--- config.mk ---
export PLATFORM = sky130hd
export DESIGN_NAME = rule_ctrl_stage
export DESIGN_NICKNAME = d
export VERILOG_FILES = /design/src/rtl/crs_pkg.sv /design/src/rtl/crs_field_sel.sv /design/src/rtl/crs_rule_eval.sv /design/src/rtl/rule_ctrl_stage.sv
export SDC_FILE = /design/constraint.sdc
export NUM_CORES = 2
export LEC_CHECK = 0
export ABC_CLOCK_PERIOD_IN_PS = 4640
export BUFFER_PORTS_ARGS = -buffer_cell sky130_fd_sc_hd__clkbuf_2
export CORE_AREA = 2 2 412 414
export CTS_CLUSTER_SIZE = 12
export DETAILED_ROUTE_END_ITERATION = 8
export DIE_AREA = 0 0 414 416
export GPL_ROUTABILITY_DRIVEN = 0
export PLACE_DENSITY = 0.35
export SYNTH_ARGS = -nofsm -noshare
export SYNTH_HDL_FRONTEND = slang
export SYNTH_HIERARCHICAL = 1
export SYNTH_SLANG_ARGS = --single-unit
--- constraint.sdc ---
create_clock -name clk -period 4.64 [get_ports clk]
set_input_delay 1.392 -clock clk [delete_from_list [all_inputs] [get_ports clk]]
set_output_delay 1.392 -clock clk [all_outputs]
set_load 0.01 [all_outputs]
--- src/rtl/crs_pkg.sv ---
package crs_pkg;

    // Packet phases of one stage; the encoding of ST_HEAD must be zero (reset value)
    typedef enum logic [2:0] {
        ST_HEAD    = 3'd0,
        ST_LEN     = 3'd1,
        ST_VAL     = 3'd2,
        ST_RS_FWD  = 3'd3,
        ST_RS_DROP = 3'd4,
        ST_FR_FWD  = 3'd5,
        ST_FR_DROP = 3'd6
    } crs_state_e;

    localparam int unsigned SEL_W = 4;

endpackage

--- src/rtl/crs_field_sel.sv ---
module crs_field_sel #(
    parameter int unsigned NUM_FIELDS = 10,
    parameter int unsigned FIELD_W    = 48,
    localparam int unsigned PAR_W     = NUM_FIELDS * FIELD_W
) (
    input  logic [PAR_W-1:0]   par_i,
    input  logic [3:0]         sel_i,
    output logic [FIELD_W-1:0] field_o,
    output logic               sel_ok_o
);

    logic [FIELD_W-1:0] fields [NUM_FIELDS];

    generate
        for (genvar g = 0; g < NUM_FIELDS; g++) begin : g_split
            assign fields[g] = par_i[g*FIELD_W +: FIELD_W];
        end
    endgenerate

    // selectors at or above NUM_FIELDS leave sel_ok_o low
    always_comb begin
        field_o  = '0;
        sel_ok_o = 1'b0;
        for (int i = 0; i < NUM_FIELDS; i++) begin
            if (sel_i == 4'(i)) begin
                field_o  = fields[i];
                sel_ok_o = 1'b1;
            end
        end
    end

endmodule

--- src/rtl/crs_rule_eval.sv ---
module crs_rule_eval #(
    parameter int unsigned FIELD_W = 48
) (
    input  logic [FIELD_W-1:0] field_i,
    input  logic               sel_ok_i,
    input  logic               complete_i,
    input  logic [FIELD_W-1:0] cmp_i,
    input  logic               act_i,
    output logic               match_o,
    output logic               discard_o
);

    // only a complete rule with an in-range selector can match
    always_comb begin
        match_o   = complete_i && sel_ok_i && (field_i == cmp_i);
        discard_o = match_o && act_i;     // discard, R7/R8 forward otherwise
    end

endmodule

--- src/rtl/rule_ctrl_stage.sv ---
module rule_ctrl_stage
    import crs_pkg::*;
#(
    parameter logic [7:0]  STAGE_ID   = 8'd1,
    parameter int unsigned NUM_FIELDS = 10,
    parameter int unsigned FIELD_W    = 48,
    parameter int unsigned FRAME_W    = 32,
    localparam int unsigned PAR_W       = NUM_FIELDS * FIELD_W,
    localparam int unsigned FIELD_BYTES = (FIELD_W + 7) / 8,
    localparam logic [7:0]  RULE_LEN    = 8'(FIELD_BYTES + 1)
) (
    input  logic               clk,
    input  logic               rst_n,
    input  logic [PAR_W-1:0]   par_in,
    output logic [PAR_W-1:0]   par_out,
    input  logic               rs_in_valid,
    output logic               rs_in_ready,
    input  logic [7:0]         rs_in_data,
    input  logic               rs_in_last,
    output logic               rs_out_valid,
    input  logic               rs_out_ready,
    output logic [7:0]         rs_out_data,
    output logic               rs_out_last,
    input  logic               fr_in_valid,
    output logic               fr_in_ready,
    input  logic [FRAME_W-1:0] fr_in_data,
    input  logic               fr_in_last,
    output logic               fr_out_valid,
    input  logic               fr_out_ready,
    output logic [FRAME_W-1:0] fr_out_data,
    output logic               fr_out_last
);

    typedef struct packed {
        crs_state_e         st;
        logic [7:0]         left;
        logic               len_ok;
        logic               first;
        logic [SEL_W-1:0]   sel;
        logic               act;
        logic [FIELD_W-1:0] cmp;
        logic [PAR_W-1:0]   par;
    } regs_t;

    regs_t regs_d, regs_q;

    logic [FIELD_W-1:0] cmp_next;
    logic [FIELD_W-1:0] field_sel;
    logic               sel_ok;
    logic               rule_match;
    logic               rule_drop;

    assign cmp_next = FIELD_W'({regs_q.cmp, rs_in_data});

    crs_field_sel #(
        .NUM_FIELDS (NUM_FIELDS),
        .FIELD_W    (FIELD_W)
    ) u_sel (
        .par_i    (regs_q.par),
        .sel_i    (regs_q.sel),
        .field_o  (field_sel),
        .sel_ok_o (sel_ok)
    );

    crs_rule_eval #(
        .FIELD_W (FIELD_W)
    ) u_eval (
        .field_i    (field_sel),
        .sel_ok_i   (sel_ok),
        .complete_i (regs_q.len_ok),
        .cmp_i      (cmp_next),
        .act_i      (regs_q.act),
        .match_o    (rule_match),
        .discard_o  (rule_drop)
    );

    // parameters pass straight through until captured at the first rule byte
    assign par_out = (regs_q.st == ST_HEAD) ? par_in : regs_q.par;

    always_comb begin
        regs_d       = regs_q;
        rs_in_ready  = 1'b0;
        rs_out_valid = 1'b0;
        fr_in_ready  = 1'b0;
        fr_out_valid = 1'b0;
        rs_out_data  = rs_in_data;
        rs_out_last  = rs_in_last;
        fr_out_data  = fr_in_data;
        fr_out_last  = fr_in_last;

        unique case (regs_q.st)
            ST_HEAD: begin
                if (rs_in_data != STAGE_ID) begin
                    // foreign head rule, pass the byte on
                    rs_out_valid = rs_in_valid;
                    rs_in_ready  = rs_out_ready;
                    if (rs_in_valid && rs_out_ready) begin
                        regs_d.par = par_in;
                        regs_d.st  = rs_in_last ? ST_FR_FWD : ST_RS_FWD;
                    end
                end else begin
                    // own head rule, swallow the type byte
                    rs_in_ready = 1'b1;
                    if (rs_in_valid) begin
                        regs_d.par = par_in;
                        regs_d.st  = rs_in_last ? ST_FR_FWD : ST_LEN;
                    end
                end
            end

            ST_LEN: begin
                rs_in_ready = 1'b1;
                if (rs_in_valid) begin
                    regs_d.left   = rs_in_data;
                    regs_d.len_ok = (rs_in_data == RULE_LEN);
                    regs_d.first  = 1'b1;
                    regs_d.cmp    = '0;
                    if (rs_in_last)
                        regs_d.st = ST_FR_FWD;
                    else if (rs_in_data == 8'd0)
                        regs_d.st = ST_RS_FWD;                  // empty value, mismatch
                    else
                        regs_d.st = ST_VAL;
                end
            end

            ST_VAL: begin
                rs_in_ready = 1'b1;
                if (rs_in_valid) begin
                    regs_d.left = regs_q.left - 8'd1;
                    if (regs_q.first) begin
                        regs_d.sel   = rs_in_data[SEL_W-1:0];
                        regs_d.act   = rs_in_data[7];
                        regs_d.first = 1'b0;
                    end else begin
                        regs_d.cmp = cmp_next;
                    end
                    if (regs_q.left == 8'd1) begin
                        // act on the verdict
                        if (rule_drop)
                            regs_d.st = rs_in_last ? ST_FR_DROP : ST_RS_DROP;
                        else
                            regs_d.st = rs_in_last ? ST_FR_FWD : ST_RS_FWD;
                    end else if (rs_in_last) begin
                        regs_d.st = ST_FR_FWD;                  // truncated rule
                    end
                end
            end

            ST_RS_FWD: begin
                rs_out_valid = rs_in_valid;
                rs_in_ready  = rs_out_ready;
                if (rs_in_valid && rs_out_ready && rs_in_last)
                    regs_d.st = ST_FR_FWD;
            end

            ST_RS_DROP: begin
                rs_in_ready = 1'b1;
                if (rs_in_valid && rs_in_last)
                    regs_d.st = ST_FR_DROP;
            end

            ST_FR_FWD: begin
                fr_out_valid = fr_in_valid;
                fr_in_ready  = fr_out_ready;
                if (fr_in_valid && fr_out_ready && fr_in_last)
                    regs_d.st = ST_HEAD;
            end

            ST_FR_DROP: begin
                fr_in_ready = 1'b1;
                if (fr_in_valid && fr_in_last)
                    regs_d.st = ST_HEAD;
            end

            default: regs_d.st = ST_HEAD;
        endcase
    end

    always_ff @(posedge clk or negedge rst_n) begin
        if (!rst_n)
            regs_q <= '0;
        else
            regs_q <= regs_d;
    end

    // ---------------- assertions ----------------
    logic in_rule_phase;
    assign in_rule_phase = (regs_q.st == ST_HEAD) || (regs_q.st == ST_LEN) ||
                           (regs_q.st == ST_VAL)  || (regs_q.st == ST_RS_FWD) ||
                           (regs_q.st == ST_RS_DROP);

    a_r10_frame_gated: assert property (@(posedge clk) disable iff (!rst_n)
        in_rule_phase |-> (!fr_in_ready && !fr_out_valid));

    a_r6_drop_silent: assert property (@(posedge clk) disable iff (!rst_n)
        (regs_q.st == ST_RS_DROP || regs_q.st == ST_FR_DROP) |-> (!rs_out_valid && !fr_out_valid));

    a_r4_rule_hidden: assert property (@(posedge clk) disable iff (!rst_n)
        (regs_q.st == ST_LEN || regs_q.st == ST_VAL) |-> !rs_out_valid);

    a_r4_head_stripped: assert property (@(posedge clk) disable iff (!rst_n)
        (regs_q.st == ST_HEAD && rs_out_valid) |-> (rs_out_data != STAGE_ID));

    a_r11_param_hold: assert property (@(posedge clk) disable iff (!rst_n)
        (regs_q.st != ST_HEAD) |=> ((regs_q.st == ST_HEAD) || $stable(par_out)));

    a_r5_value_count: assert property (@(posedge clk) disable iff (!rst_n)
        (regs_q.st == ST_VAL) |-> (regs_q.left != 8'd0));

endmodule

; Yosys cells after proc, flatten, opt, wreduce, memory -nomap -nowiden
; Cells that the tools add are included.
[word_totals]
regBits = 538
out_inout_bits = 526
rom_bits = 0
latch_bits = 0
mem_count = 0
mem_bits_rw = 0
[classes]
mux = 55
add_sub_neg = 1
n_reduce_logical = 21
eq_ne = 30
shifts = 0
bitwise_logic = 0
div = 0
order_cmp = 0
mul = 0
[ops]
columns = op, count
row1 = 2-to-1 mux 480 bit, 4
row2 = 2-to-1 mux 48 bit, 11
row3 = one-hot mux 40 bit (2 select lines), 1
row4 = 2-to-1 mux 54 bit, 1
row5 = equality test 48 bit, 1
row6 = 2-to-1 mux 40 bit, 1
row7 = 2-to-1 mux 3 bit, 13
row8 = one-hot mux 3 bit (7 select lines), 1
row9 = "equality test 4 x 3 -> 1 bit, second input constant", 4
row10 = one-hot mux 8 bit (2 select lines), 1
row11 = 2-to-1 mux 1 bit, 14
row12 = "!= test 2 bit, second input constant", 7
row13 = 2-to-1 mux 13 bit, 1
row14 = 2-to-1 mux 11 bit, 1
row15 = "equality test 3 bit, second input constant", 3
row16 = logical AND 1 bit, 9
row17 = AND reduction 3 bit, 3
row18 = AND reduction 9 bit, 1
row19 = "equality test 4 x 2 -> 1 bit, second input constant", 2
row20 = "equality test 4 bit, second input constant", 2
row21 = "equality test 8 x 1 -> 1 bit, second input constant", 1
row22 = "equality test 8 x 3 -> 1 bit, second input constant", 1
row23 = zero test 8 bit, 1
row24 = "!= test 8 x 1 -> 1 bit, second input constant", 1
row25 = 17 further kinds, 22

; Longest topological paths before layout
[logic_depth]
ltp_word = 18
ltp_mapped = 19

; Cells and area by module
; The synthesis kept the hierarchy.
[by_module_without_submodules]
columns = mod, cells_each, area_per_inst_um2, instances, seq_area_each_um2
row1 = rule_ctrl_stage, 2929, 27527.7, 1, 13462.9
row2 = crs_field_sel, 616, 4306.6, 1, 0.0
row3 = crs_rule_eval, 75, 585.6, 1, 0.0

; Worst setup path before layout
; OpenSTA, ideal clock, no wires.
[synth_path]
path_type = input to output
startpoint = input rs_in_data[7]
endpoint = output rs_in_ready
path_slack_ps = 742
required_time_ps = 3248
n_path_buf = 0
stages = 4
arrival_ps = 2506
cell_sequence = or4_4 > nor4_4 > o21ai_0 > a21oi_1
[synth_via]
elab_chain_cells = 3
[synth_lines]
columns = element, line
row1 = start: declaration, rule_ctrl_stage.sv:18  ; input logic [7:0] rs_in_data,
row2 = != test 8 x 1 -> 1 bit, rule_ctrl_stage.sv:93  ; if (rs_in_data != STAGE_ID) begin
row3 = 2-to-1 mux 1 bit, rule_ctrl_stage.sv:93
row4 = one-hot mux 1 bit (3 select lines), rule_ctrl_stage.sv:91  ; unique case (regs_q.st)
row5 = end: declaration, rule_ctrl_stage.sv:17  ; output logic rs_in_ready,
; Every way passes these cells.

; Final worst setup path
[layout_path]
startpoint = register regs_q[530]
endpoint = register regs_q[544]
[layout_via]
elab_chain_cells = 18
word_cells_on_any_way = 38
[layout_lines]
columns = element, line
row1 = start: declaration, rule_ctrl_stage.sv:45  ; regs_t regs_d, regs_q;
row2 = start signal: assignment, rule_ctrl_stage.sv:184  ; regs_q <= regs_d;
row3 = zero test 4 bit, crs_field_sel.sv:25  ; if (sel_i == 4'(i)) begin
row4 = 2-to-1 mux 48 bit (9 in a row), crs_field_sel.sv:25
row5 = 2-to-1 mux 48 bit *, crs_field_sel.sv:25
row6 = named net field_sel[8], rule_ctrl_stage.sv:48  ; logic [FIELD_W-1:0] field_sel;
row7 = equality test 48 bit *, crs_rule_eval.sv:15  ; match_o = complete_i && sel_ok_i && (field_i == cmp_i);
row8 = logical AND 1 bit *, crs_rule_eval.sv:15
row9 = logical AND 1 bit *, crs_rule_eval.sv:16  ; discard_o = match_o && act_i;
row10 = named net rule_drop, rule_ctrl_stage.sv:51  ; logic rule_drop;
row11 = 2-to-1 mux 3 bit *, rule_ctrl_stage.sv:140  ; if (rule_drop)
row12 = 2-to-1 mux 3 bit *, rule_ctrl_stage.sv:138  ; if (regs_q.left == 8'd1) begin
row13 = 2-to-1 mux 11 bit *, rule_ctrl_stage.sv:129  ; if (rs_in_valid) begin
row14 = one-hot mux 3 bit (7 select lines) *, rule_ctrl_stage.sv:91
; The timed path passes the listed nets; every way through them passes the cells marked *. The select of a mux whose other input is x is not followed.
; A chain may end at the register's enable or synchronous reset.

==> results by stage <==
Run status:
- The flow ran to the end, and the final reports show no timing, DRC or antenna violations.

Power:
- In this run the power density over the cells is 882 nW/µm².
- The worst-case IR drop observed on VDD is 0.301 mV.
- For this design the static power due to leakage is 22.7 nW.
- The overall power of the completed layout is 38.3 mW.

Final layout:
- From synthesis to final layout, the design area changed by 33.9%.
- The number of non-filler instances in the completed layout is 6865.
- The number of nets in the layout is 5115.
- The fraction of layout instances using a drive strength above 1 is 41.2%.
- Summing all non-filler instances in the final layout gives an area of 43400 µm².
- The fraction of the core area covered by cells at the end of the flow is 25.8%.

Floorplan:
- The top-level I/O count is 1054.
- The die covers 172000 µm².
- The floorplan has 151 rows.
- The x dimension of the die is 414 µm.
- The floorplan core area is 168000 µm².
- The die outline height is 416 µm.
- Once the floorplan was initialized, standard cells occupied 19.3% of the core.

Detailed routing:
- Dividing the detail-routed wire length by the instance count gives 26.8 µm.
- The sum of routed wire length over all layers is 184000 µm.
- The iteration count of the initial detailed-routing pass is 7.
- The detailed router finished its first iteration with 1694 violations.
- For this run, design rule violations remaining after detail routing come to 0.
- In this run the remaining antenna-violating nets after routing total 0.
- Detailed routing inserted a total of 30200 vias.
- Dividing the detail-routed via count by the number of cells gives 4.39.

Global routing:
- After global routing the overflow that remains totals 0.
- The first global-routing pass estimated 253000 µm of wire.
- The met1 usage is 26.7%.
- The via count of the first global-routing pass was 30700.
- For this run, global-route usage on met3 was measured as 3.39%.
- The aggregate global-route resource usage is 20.7%.
- For this run, global-route usage on met2 was measured as 35.6%.
- The initial antenna violation count is 23.
- The global routing stage identified its most utilized layer as met2.
- The maximum number of pins on one net before global-route repair is 88.

Timing:
- Timing would allow up to 0.216 GHz.
- Setup violations remaining at the end of the flow were counted as 0.
- The worst-case setup margin in the final layout is 16.4 ps.
- The headroom to the max-slew limit is 33.7%.
- Of the available clock period, the critical path in the final layout requires 99.6%.
- Between clock sinks in the finished design, the worst skew comes to 24.2 ps.
- Setup repair after global routing left no endpoint under its margin.
- The transition time at the pin with the least slew margin is 985 ps.
- The total count of max-transition violations in the final report is 0.
- After layout, the minimum clock period comes to 4620 ps.
- The number of hold violations in the final report is 0.

Setup path:
- The worst setup path is captured at a flip-flop.
- The worst-case register-to-register setup slack is 20 ps.
- STA classifies the critical path startpoint as a flip-flop.
- The kind of critical path is flip-flop to flip-flop.
- Data arrives at the worst endpoint at 5230 ps.
- Along the worst path, the maximum fanout reaches 19.
- In this run the critical register-to-register path is launched from regs_q[530].
- The worst register-to-register path has a depth of 17.
- The endpoint identified for the worst register-to-register timing path is regs_q[544].
- STA puts the critical path data required time at 5250 ps.

Clock tree:
- The clock tree from TritonCTS is yes.
- The TritonCTS sink count is 538.
- The buffer depth of the longest clock path is 3.
- In this run the number of H-tree levels came out at 3.
- The clock latency of the later-clocked register in the worst-skew pair is 670 ps.
- For this design, the CTS-stage hold fixing added 0 buffers.
- The root buffer cell is sky130_fd_sc_hd__clkbuf_16.
- After clock tree synthesis, the clock-pin slew on the worst setup and hold paths is 70 ps.
- The number of clock buffers added by TritonCTS is 76.

Synth:
- The number of instances in the synthesized netlist is 3619.
- During synthesis, Yosys emitted a total of 6 warnings.
- The mapped netlist covers 32400 µm².
- The average instance in the mapped netlist occupies 8.96 µm².
- The number of nets in the synthesized netlist is 4150.

Place:
- Port buffering added 989 buffers.
- The number of placed instances, taps included, is 6714.
- Once placement finished, the instance area stood at 40500 µm².
- Timing analysis after detailed placement gives a worst setup slack of -361 ps.
- The detailed placer's ending HPWL is 147000 µm.

Min path:
- The worst hold path was traced through 2 stages.
- The launch instance of the worst min-delay path is cmp_next[46].
- The path with the worst hold slack has its endpoint at cmp_next[46].
- The min-delay analysis places its worst path in the category flip-flop to flip-flop.

Run:
- The tool flagged a number of max-cap violations equal to 0.
[area by class of cell]
cell class	count	area, µm²
Tap cell	2218	2780
Inverter	15	56.3
Clock inverter	26	399
Fill cell	18600	125000
Timing Repair Buffer	1188	6990
Sequential cell	538	13500
Multi-Input combinational cell	2765	17500
Clock buffer	111	2190
Antenna cell	4	10.0
[how the worst max path moves through the flow]
stage,startpoint,end,slack (ps)
2_1_floorplan,rs_in_data[7],rs_in_ready,740
3_3_place_gp,regs_q[529],regs_q[544],-430
3_5_place_dp,regs_q[529],regs_q[544],-360
4_1_cts,regs_q[529],regs_q[544],50
5_1_grt,regs_q[530],regs_q[544],5
6_report,regs_q[530],regs_q[544],20
[cells in the final DEF, fill, tap and decap left out, types with 44 or more instances in the layout]
| master | n |
|---|---|
| sky130_fd_sc_hd__nand2_1 | 1580 |
| sky130_fd_sc_hd__clkbuf_2 | 988 |
| sky130_fd_sc_hd__dfrtp_1 | 537 |
| sky130_fd_sc_hd__mux2_2 | 329 |
| sky130_fd_sc_hd__mux2_4 | 200 |
| sky130_fd_sc_hd__buf_4 | 156 |
| sky130_fd_sc_hd__nor2_1 | 100 |
| sky130_fd_sc_hd__o22ai_1 | 92 |
| sky130_fd_sc_hd__mux2i_1 | 90 |
| sky130_fd_sc_hd__clkbuf_16 | 76 |
| sky130_fd_sc_hd__a31oi_1 | 45 |
| sky130_fd_sc_hd__o21a_1 | 44 |
| sky130_fd_sc_hd__nand3_1 | 44 |
[per-stage QoR]
stage	TNS, ps	hold slack (ps)
global placement	-828	478
CTS	0	505
detailed placement	-643	483
finish	0	502
global route	0	542
floorplan	0	445
[per-layer routing]
metal	wire length, µm	vias to the layer above
li1	-	14000
met1	81200	15100
met2	90100	895
met3	7730	203
met4	4590	26
met5	180	-
[registers in the layout, indices dropped and copies added, names as in the netlist]
name and flops:
regs_q 498, cmp_next 40
[power by group]
part           leakage (nW)  switching [mW]  total, mW  internal, mW
sequential             6.56            3.26       10.2          6.89
combinational          14.8            12.8       21.8          9.08
clock                  1.27            2.49       6.26          3.78
total                  22.7            18.5       38.3          19.8
[critical path: stages (launching register included)]
cell and delay, ps:
sky130_fd_sc_hd__dfrtp_1 410, sky130_fd_sc_hd__or3b_4 520, sky130_fd_sc_hd__buf_4 260, sky130_fd_sc_hd__o22ai_1 150, sky130_fd_sc_hd__o22ai_1 220, sky130_fd_sc_hd__buf_4 200, sky130_fd_sc_hd__a31oi_1 410, sky130_fd_sc_hd__xor2_1 140
sky130_fd_sc_hd__a221oi_1 240, sky130_fd_sc_hd__nand4_1 140, sky130_fd_sc_hd__or4_4 510, sky130_fd_sc_hd__nor3_4 310, sky130_fd_sc_hd__buf_4 180, sky130_fd_sc_hd__inv_1 40, sky130_fd_sc_hd__ha_1 260, sky130_fd_sc_hd__o32a_1 340
sky130_fd_sc_hd__o31ai_1 70, sky130_fd_sc_hd__mux2_2 190
[timing repair]
action                                  CTS  global route
setup buffers                             3             7
endpoints found under the setup margin    3             1
gates resized for setup                   7            21
pin swaps                                 1             8
(Power assumes the default switching activity.)
